<file path="src/rtl/gpio_irq_pkg.sv">
package gpio_irq_pkg;
  localparam int unsigned OFF_DIR   = 'h00;
  localparam int unsigned OFF_IN    = 'h04;
  localparam int unsigned OFF_SET   = 'h0C;
  localparam int unsigned OFF_CLR   = 'h10;
  localparam int unsigned OFF_IEN   = 'h14;
  localparam int unsigned OFF_ITYPE = 'h18;
  localparam int unsigned OFF_IPOL  = 'h1C;
  localparam int unsigned OFF_IPEND = 'h20;
  localparam int unsigned OFF_IMASK = 'h24;
endpackage

</file>
<file path="src/rtl/gpio_in_sync.sv">
module gpio_in_sync #(
  parameter int unsigned W = 8
) (
  input  logic         clk_i,
  input  logic         rst_ni,
  input  logic [W-1:0] d_i,
  output logic [W-1:0] q_o,
  output logic [W-1:0] prev_o
);
  logic [W-1:0] meta_q, sync_q, prev_q;

  always_ff @(posedge clk_i or negedge rst_ni) begin
    if (!rst_ni) begin
      meta_q <= '0;
      sync_q <= '0;
      prev_q <= '0;
    end else begin
      meta_q <= d_i;
      sync_q <= meta_q;
      prev_q <= sync_q;
    end
  end

  assign q_o    = sync_q;
  assign prev_o = prev_q;
endmodule

</file>
<file path="src/rtl/gpio_irq_slice.sv">
module gpio_irq_slice (
  input  logic clk_i,
  input  logic rst_ni,
  input  logic cur_i,
  input  logic prev_i,
  input  logic en_i,
  input  logic edge_i,
  input  logic pol_i,
  input  logic ack_i,
  output logic pend_o
);
  logic lvl_hit, edge_hit, lat_q;

  assign lvl_hit  = (cur_i == pol_i);
  assign edge_hit = pol_i ? (cur_i & ~prev_i) : (~cur_i & prev_i);

  // a new edge wins over a simultaneous acknowledge so no event is lost
  always_ff @(posedge clk_i or negedge rst_ni) begin
    if (!rst_ni)                lat_q <= 1'b0;
    else if (!en_i || !edge_i)  lat_q <= 1'b0;
    else if (edge_hit)          lat_q <= 1'b1;
    else if (ack_i)             lat_q <= 1'b0;
  end

  assign pend_o = en_i & (edge_i ? lat_q : lvl_hit);
endmodule

</file>
<file path="src/rtl/gpio_irq_ctrl.sv">
module gpio_irq_ctrl
  import gpio_irq_pkg::*;
#(
  parameter int unsigned NUM_PINS = 8,
  parameter bit          DIR_INV  = 1'b0,
  parameter int unsigned ADDR_W   = 8
) (
  input  logic                clk_i,
  input  logic                rst_ni,
  input  logic [ADDR_W-1:0]   addr_i,
  input  logic                wr_en_i,
  input  logic [31:0]         wr_data_i,
  input  logic                rd_en_i,
  output logic [31:0]         rd_data_o,
  input  logic [NUM_PINS-1:0] pin_in_i,
  output logic [NUM_PINS-1:0] pin_out_o,
  output logic [NUM_PINS-1:0] pin_oe_o,
  output logic                irq_o
);
  localparam int unsigned N = NUM_PINS;

  logic [N-1:0] dir_q, out_q, ien_q, ityp_q, ipol_q, imask_q;
  logic [N-1:0] wd, cur_w, prev_w, pend_w;
  logic         irq_q;
  logic [31:0]  rdata_d, rdata_q;
  logic         unused_wr_hi;

  assign wd           = wr_data_i[N-1:0];
  assign unused_wr_hi = ^wr_data_i[31:N];

  function automatic logic hit(input logic [ADDR_W-1:0] a, input int unsigned off);
    return a == ADDR_W'(off);
  endfunction

  always_ff @(posedge clk_i or negedge rst_ni) begin
    if (!rst_ni) begin
      dir_q   <= '0;
      out_q   <= '0;
      ien_q   <= '0;
      ityp_q  <= '0;
      ipol_q  <= '0;
      imask_q <= '0;
    end else if (wr_en_i) begin
      if (hit(addr_i, OFF_DIR))   dir_q   <= wd;
      if (hit(addr_i, OFF_SET))   out_q   <= out_q | wd;
      if (hit(addr_i, OFF_CLR))   out_q   <= out_q & ~wd;
      if (hit(addr_i, OFF_IEN))   ien_q   <= wd;
      if (hit(addr_i, OFF_ITYPE)) ityp_q  <= wd;
      if (hit(addr_i, OFF_IPOL))  ipol_q  <= wd;
      if (hit(addr_i, OFF_IMASK)) imask_q <= wd;
    end
  end

  gpio_in_sync #(.W(N)) u_sync (
    .clk_i  (clk_i),
    .rst_ni (rst_ni),
    .d_i    (pin_in_i),
    .q_o    (cur_w),
    .prev_o (prev_w)
  );

  logic ack_wr;
  assign ack_wr = wr_en_i && hit(addr_i, OFF_IPEND);

  for (genvar g = 0; g < N; g++) begin : g_pin
    gpio_irq_slice u_slice (
      .clk_i  (clk_i),
      .rst_ni (rst_ni),
      .cur_i  (cur_w[g]),
      .prev_i (prev_w[g]),
      .en_i   (ien_q[g]),
      .edge_i (ityp_q[g]),
      .pol_i  (ipol_q[g]),
      .ack_i  (ack_wr && wd[g]),
      .pend_o (pend_w[g])
    );
  end

  always_ff @(posedge clk_i or negedge rst_ni) begin
    if (!rst_ni) irq_q <= 1'b0;
    else         irq_q <= |(pend_w & imask_q);
  end

  always_comb begin
    rdata_d = '0;
    if      (hit(addr_i, OFF_DIR))   rdata_d[N-1:0] = dir_q;
    else if (hit(addr_i, OFF_IN))    rdata_d[N-1:0] = cur_w;
    else if (hit(addr_i, OFF_SET))   rdata_d[N-1:0] = out_q;
    else if (hit(addr_i, OFF_CLR))   rdata_d[N-1:0] = out_q;
    else if (hit(addr_i, OFF_IEN))   rdata_d[N-1:0] = ien_q;
    else if (hit(addr_i, OFF_ITYPE)) rdata_d[N-1:0] = ityp_q;
    else if (hit(addr_i, OFF_IPOL))  rdata_d[N-1:0] = ipol_q;
    else if (hit(addr_i, OFF_IPEND)) rdata_d[N-1:0] = pend_w;
    else if (hit(addr_i, OFF_IMASK)) rdata_d[N-1:0] = imask_q;
  end

  always_ff @(posedge clk_i or negedge rst_ni) begin
    if (!rst_ni)      rdata_q <= '0;
    else if (rd_en_i) rdata_q <= rdata_d;
  end

  assign rd_data_o = rdata_q;
  assign pin_out_o = out_q;
  assign pin_oe_o  = DIR_INV ? ~dir_q : dir_q;
  assign irq_o     = irq_q;
endmodule

</file>
<file path="config.mk">
export PLATFORM = sky130hd
export DESIGN_NAME = gpio_irq_ctrl
export DESIGN_NICKNAME = d
export VERILOG_FILES = /design/src/rtl/gpio_irq_pkg.sv /design/src/rtl/gpio_in_sync.sv /design/src/rtl/gpio_irq_slice.sv /design/src/rtl/gpio_irq_ctrl.sv
export SDC_FILE = /design/constraint.sdc
export NUM_CORES = 1
export LEC_CHECK = 0
export BUFFER_PORTS_ARGS = -buffer_cell sky130_fd_sc_hd__buf_4
export CORE_MARGIN = 4
export CORE_UTILIZATION = 30
export CTS_CLUSTER_DIAMETER = 100
export CTS_CLUSTER_SIZE = 25
export DETAILED_ROUTE_END_ITERATION = 16
export SLEW_MARGIN = 40
export SYNTH_ARGS = -nofsm -noshare
export SYNTH_HDL_FRONTEND = slang
export SYNTH_SLANG_ARGS = --single-unit
</file>
<file path="constraint.sdc">
create_clock -name clk_i -period 1.3 [get_ports clk_i]
set_input_delay 0.26 -clock clk_i [delete_from_list [all_inputs] [get_ports clk_i]]
set_output_delay 0.26 -clock clk_i [all_outputs]
set_load 0.005 [all_outputs]
</file>
==> results of run 1 <==
-- worst max-delay path, cell delays in order --
cell,delay (ns)
buf_12,0.11
buf_6,0.11
nor4_4,0.30
buf_4,0.18
buf_6,0.09
nand3_4,0.14
mux2_4,0.33
-- cell usage in the layout (no fill, tap or decap), types with 7 or more instances in the layout --
cell type / instances
dfrtp_1: 89
nor2b_1: 8
nand3_1: 12
a221oi_2: 8
buf_4: 86
clkbuf_16: 9
o21a_1: 8
buf_12: 8
a211oi_1: 7
xor2_1: 8
conb_1: 24
and3_1: 8
mux2_2: 46
a22oi_1: 7
a21oi_1: 15
nor2_1: 25
nand2_1: 34
o21ai_1: 10
-- report_power, final --
| group | switching (mW) | leakage (nW) | internal [mW] |
|---|---|---|---|
| Clock | 1.10 | 0.137 | 1.48 |
| Sequential | 0.112 | 1.17 | 2.90 |
| Combinational | 0.364 | 1.36 | 0.373 |
-- layout make-up --
cell class | count | area, µm²
Tap cell | 180 | 225
Fill cell | 1304 | 8150
Sequential cell | 89 | 2230
Clock buffer | 9 | 225
Inverter | 2 | 7.51
Clock inverter | 7 | 71.3
Timing Repair Buffer | 100 | 872
Multi-Input combinational cell | 282 | 2150
-- stage by stage --
step                power [mW]  hold slack (ns)  instance area, µm²
floorplan                 3.39          -0.0356                4560
global placement          3.74            0.187                5270
detailed placement        3.76            0.181                5270
CTS                       6.39          0.00868                5590
global route              6.61          0.00733                5780
finish                    6.34           0.0184                5780
-- final timing paths --
| check | startpoint | endpoint | slack [ns] |
|---|---|---|---|
| worst min register to register | u_sync.meta_q[3] | u_sync.q_o[3] | 0.35 |
| worst min-delay path | pin_in_i[4] | u_sync.meta_q[4] | 0.02 |
| worst max-delay path | addr_i[6] | pin_oe_o[2] | -0.002 |
| max in group asynchronous | rst_ni | g_pin[5].u_slice.lat_q | 0.45 |
| worst max register to register | u_sync.q_o[5] | irq_o | 0.02 |
| min in group asynchronous | rst_ni | ipol_q[0] | 0.34 |
-- layer usage --
metal | wire (µm) | vias up
met5 | 0 | -
met4 | 228 | 0
met3 | 807 | 13
met2 | 5270 | 120
met1 | 5040 | 1633
li1 | - | 1559
-- flip-flops by register name, indices dropped and copies added, names as in the netlist, named ones only --
name                 cells
u_sync.q_o               8
rd_data_o                8
u_sync.prev_o            8
ipol_q                   8
pin_oe_o                 8
g_pin.u_slice.lat_q      8
ityp_q                   8
u_sync.meta_q            8
imask_q                  8
irq_o                    1
ien_q                    8
-- what timing repair did --
| action | in CTS | in global routing |
|---|---|---|
| hold buffers | 1 | 0 |
| endpoints found under the setup margin | 31 | 40 |
| pin swaps | 1 | 17 |
| gates resized for setup | 12 | 41 |
| endpoints found under the hold margin | 19 | 0 |
| buffers inserted | 0 | 4 |
-- cells by family (layout without fill, tap and decap cells) --
| kind of cell | Yosys count | after routing | synth area share |
|---|---|---|---|
| AO/OA/AOI/OAI | 84 | 84 | 0.132 |
| AND/OR/NAND/NOR | 117 | 117 | 0.142 |
| XOR/XNOR | 8 | 8 | 0.0163 |
| flip-flops | 89 | 89 | 0.519 |
| other | 1 | 24 | 0.000874 |
| buffers and inverters | 41 | 118 | 0.0618 |
| multiplexers | 49 | 49 | 0.128 |
==> reports/qor.txt, run 1 <==
Routed len/inst = 17.0 µm
Total GRT Usage = 0.142
R2R depth = 5
Clock transition at path regs = 0.06 ns
Area contributors post-synth = dfrtp_1 (52%), mux2_2 (13%), buf_4 (4.4%)
Hold Path Class = primary input to flop
Leakage power = 2.67 nW
Chip Height = 128 µm
Layout cells sized above 1 = 0.429
Failing checks = setup timing
Final setup vio count = 1
Hold Crit Depth = 1
Worst setup SP type = primary input
Post-DP HPWL = 8310 µm
Number of buffers created by CTS = 9
Synth cell count leaders = dfrtp_1 (89), mux2_2 (48), nand2_1 (38)
Antenna violations before repair = 0
Achievable Freq = 0.768 GHz
N_diodes = 0
Clock tree from TritonCTS = done
Fin crit period = 1.30 ns
Vias post-DR = 3325
IO buf count = 52
Met3 Resource Use GR = 0.0385
Fin. Hold Viols = 0
Final nets = 536
Vias per inst = 4.97
Clock root buffer master = clkbuf_16
Grt total ovfl = 0
Starting density of the core = 0.308
Post-Route Skew = 0.00861 ns
DRT iter0 DRCs = 202
Status = complete, but fails checks
Layout Area Growth over Synthesis = 34.7%
Die width = 128 µm
Most common cell in the netlist = dfrtp_1
Max Buffers Root-to-Sink = 2
VDD IR max = 0.000607 V
GR Util met2 = 0.229
Drc violations = 0
CP Capture Type = flop
Biggest area consumer among synthesized cells = dfrtp_1
Arrival @ worst endpoint = 1.54 ns
Fin cells = 669
Pin count of the biggest net entering global routing = 38
Max-cap violations = 0
Grt met1 use = 0.188
CP Data Required Time = 1.54 ns
Setup TNS = -0.00220 ns
Synthesized area per cell = 11.0 µm²
CP Max Fanout = 8
# rows = 43
Sequential element share of the synthesized area = 0.519
Clock sink count = 89
Placed insts = 648
Max Slew Vio Count = 0
Core area = 0.0139 mm²
Setup ws final = -0.00220 ns
Pwr/cell area = 1100 mW/mm²
Antenna-violating nets left = 0
GRT busiest layer = met2
Post-placement setup slack = -0.411 ns
Syn Inst Count = 389
Die area = 0.0163 mm²
Fraction of registers with async set/reset = 1.00
Utilization after layout = 0.415
Worst-Skew Late Latency = 0.35 ns
Synth Flop Type = dfrtp_1
Drt total wl = 11300 µm
Synth Register Bits = 89
Post-synth EDFFs = 0
Netlist cell types = 42
First-pass GRT wire length = 18100 µm
I/O pins = 101
Vias in the first global route = 3268
Yosys Warn Count = 0
Critical path type = primary input to flop
H-tree depth = 3
Share of the synthesized area in the top cell type = 0.519
TritonRoute pass-1 iters = 5
RSZ-0062 raised after global routing = yes
Mapped Area = 0.00429 mm²
Gp weighted congestion = 0.885
Post-route clock period utilization = 1.00
No activity file was read; power rests on OpenSTA's default activity.
==> inputs of run 2 (changes only) <==
--- a/config.mk
+++ b/config.mk
@@ -11,6 +11,7 @@
 export CTS_CLUSTER_DIAMETER = 100
 export CTS_CLUSTER_SIZE = 25
 export DETAILED_ROUTE_END_ITERATION = 16
+export SETUP_SLACK_MARGIN = 0.3
 export SLEW_MARGIN = 40
 export SYNTH_ARGS = -nofsm -noshare
 export SYNTH_HDL_FRONTEND = slang
==> run 2 against run 1 <==
The run still ends with setup timing left. Via count increased by 7.5%. Sequential cell count unchanged. Clock power decreased by 8%. Die area unchanged. Core utilization increased by 6.8 points. Critical path depth decreased by 1. Critical path type is now flop to flop.
==> reports/qor.txt, run 2 (synthesis results as in run 1) <==
Sw frac = 0.249
Most common cell after layout, fill and taps aside = buf_4
Layout Area Growth over Synthesis = 56.8%
Fin. Hold Viols = 0
Final nets = 582
Chip Height = 128 µm
GRT busiest layer = met2
IO buf count = 52
Slowest Stage Delay on Critical Path = 0.39 ns
Clock tree from TritonCTS = done
Clock transition at path regs = 0.06 ns
TritonRoute pass-1 iters = 4
GR Util met2 = 0.265
Post-DP HPWL = 8540 µm
Max-cap violations = 0
Hold WS = 0.0236 ns
Max Buffers Root-to-Sink = 2
Post-placement setup slack = -0.389 ns
CP Max Fanout = 2
Grt met1 use = 0.205
Die area = 0.0163 mm²
Critical path type = flop to flop
Total GRT Usage = 0.158
RSZ-0062 raised after global routing = yes
Switch Pwr = 1.61 mW
Internal power = 4.84 mW
Setup ws final = -0.0145 ns
Clock root buffer master = clkbuf_16
Die width = 128 µm
Pwr/cell area = 959 mW/mm²
Slew margin rel. = 0.583
Design area = 0.00673 mm²
Failing checks = setup timing
Post-Route Skew = 0.00510 ns
DRT iter0 DRCs = 213
Cell Chain, Critical Path = xor2_1 > o21ai_1 > buf_4 > and3_4 > o21ai_2 > a21oi_1
Worst path slowest cell = dfrtp_1
Antenna violations before repair = 0
First-pass GRT wire length = 20100 µm
Worst-Skew Late Latency = 0.34 ns
Hold Path Class = primary input to flop
Clock Power Share = 0.371
VDD IR max = 0.000533 V
Placed Area = 0.00530 mm²
Status = complete, but fails checks
I/O pins = 101
Seq pwr share = 0.468
Final setup vio count = 10
N_diodes = 0
Core area = 0.0139 mm²
Fin crit period = 1.31 ns
Post-route clock period utilization = 1.01
Number of buffers created by CTS = 9
Hold wc startpoint = pin_in_i[5]
Layout cells sized above 1 = 0.568
Combinational cell fraction of total power = 0.161
Pin count of the biggest net entering global routing = 28
Achievable Freq = 0.761 GHz
Drc violations = 0
Antenna-violating nets left = 0
Drt total wl = 12800 µm
Vias in the first global route = 3654
Vias per inst = 5.01
Worst slew pin tran = 0.625 ns
H-tree depth = 3
R2r startpoint = u_sync.q_o[5]
Most frequent cells in the layout = buf_4 (99), dfrtp_1 (89), mux2_4 (41), buf_6 (33), nand2_1 (28)
Met3 Resource Use GR = 0.0397
Vias post-DR = 3574
Clock sink count = 89
Routed len/inst = 18.0 µm
Arrival @ worst endpoint = 1.53 ns
Max Slew Vio Count = 0
Leakage power = 3.21 nW
CP Data Required Time = 1.52 ns
Starting density of the core = 0.308
Gp weighted congestion = 0.816
Grt total ovfl = 0
Worst setup SP type = flop
CP Capture Type = flop
Crit path from = u_sync.q_o[5]
# rows = 43
## run 2: cell types whose count changed in the layout (fill, tap and decap cells not counted), moves of 7 or more
cell,delta
buf_4,+13
buf_6,+28
mux2_2,-39
mux2_4,+39
nand3_4,+7
o21ai_1,-7
o21ai_2,+8
## run 2: layer usage
metal | wire length [µm] | vias up | part of all wire
li1 | - | 1642 | -
met1 | 5620 | 1824 | 0.44
met2 | 6420 | 96 | 0.50
met3 | 604 | 12 | 0.047
met4 | 167 | 0 | 0.013
met5 | 0 | - | 0
## run 2: cell type report
type                       count  area (µm²)
clock buffer                  11         253
clock inverter                 3        17.5
fill                        1213        7210
inverter                       2        7.51
multi-input combinational    282        2620
sequential                    89        2230
tap                          180         225
timing repair buffer         146        1370
## run 2: timing repair
item	4_1_cts	5_1_grt
hold buffers	1	0
cloned	1	0
setup buffers	30	14
endpoints found under the hold margin	18	0
gates resized for setup	153	43
endpoints found under the setup margin	90	90
pin swaps	38	44
## run 2: critical path: cells and delay by family, from the launching register on
family / cells / cell delay (ns)
AOI/OAI and AO/OA: 3 / 0.33
DFF: 1 / 0.39
and+or+nand+nor: 1 / 0.16
xor gates and xnor gates: 1 / 0.18
buffers and inverters: 1 / 0.14
## run 2: path summary, 6_finish.rpt
check	end	depth (start not counted)	slack, ns
hold reg to reg	u_sync.q_o[2]	0	0.35
min in group asynchronous	u_sync.meta_q[4]	2	0.37
hold / removal	u_sync.meta_q[5]	1	0.02
setup / recovery	rd_data_o[5]	6	-0.01
setup reg to reg	rd_data_o[5]	6	-0.01
max in group asynchronous	imask_q[5]	3	0.43
## run 2: power groups by stage
stage	clock network (mW)	registers [mW]	logic (mW)
after CTS	2.46	3.01	0.952
after global routing	2.56	3.04	1.11
final	2.39	3.02	1.04
after global placement	0	3.05	0.705
after detailed placement	0	3.06	0.721
after floorplan	0	3.05	0.342
## run 2: stage by stage
stage	setup TNS, ns	util	instances	power, mW
final	-0.0943	0.483	713	6.45
after global placement	-18.62	0.380	653	3.76
after floorplan	-7.53	-	412	3.40
after detailed placement	-19.53	0.380	653	3.78
after CTS	-0.0279	0.461	699	6.43
after global routing	-0.863	0.483	713	6.71
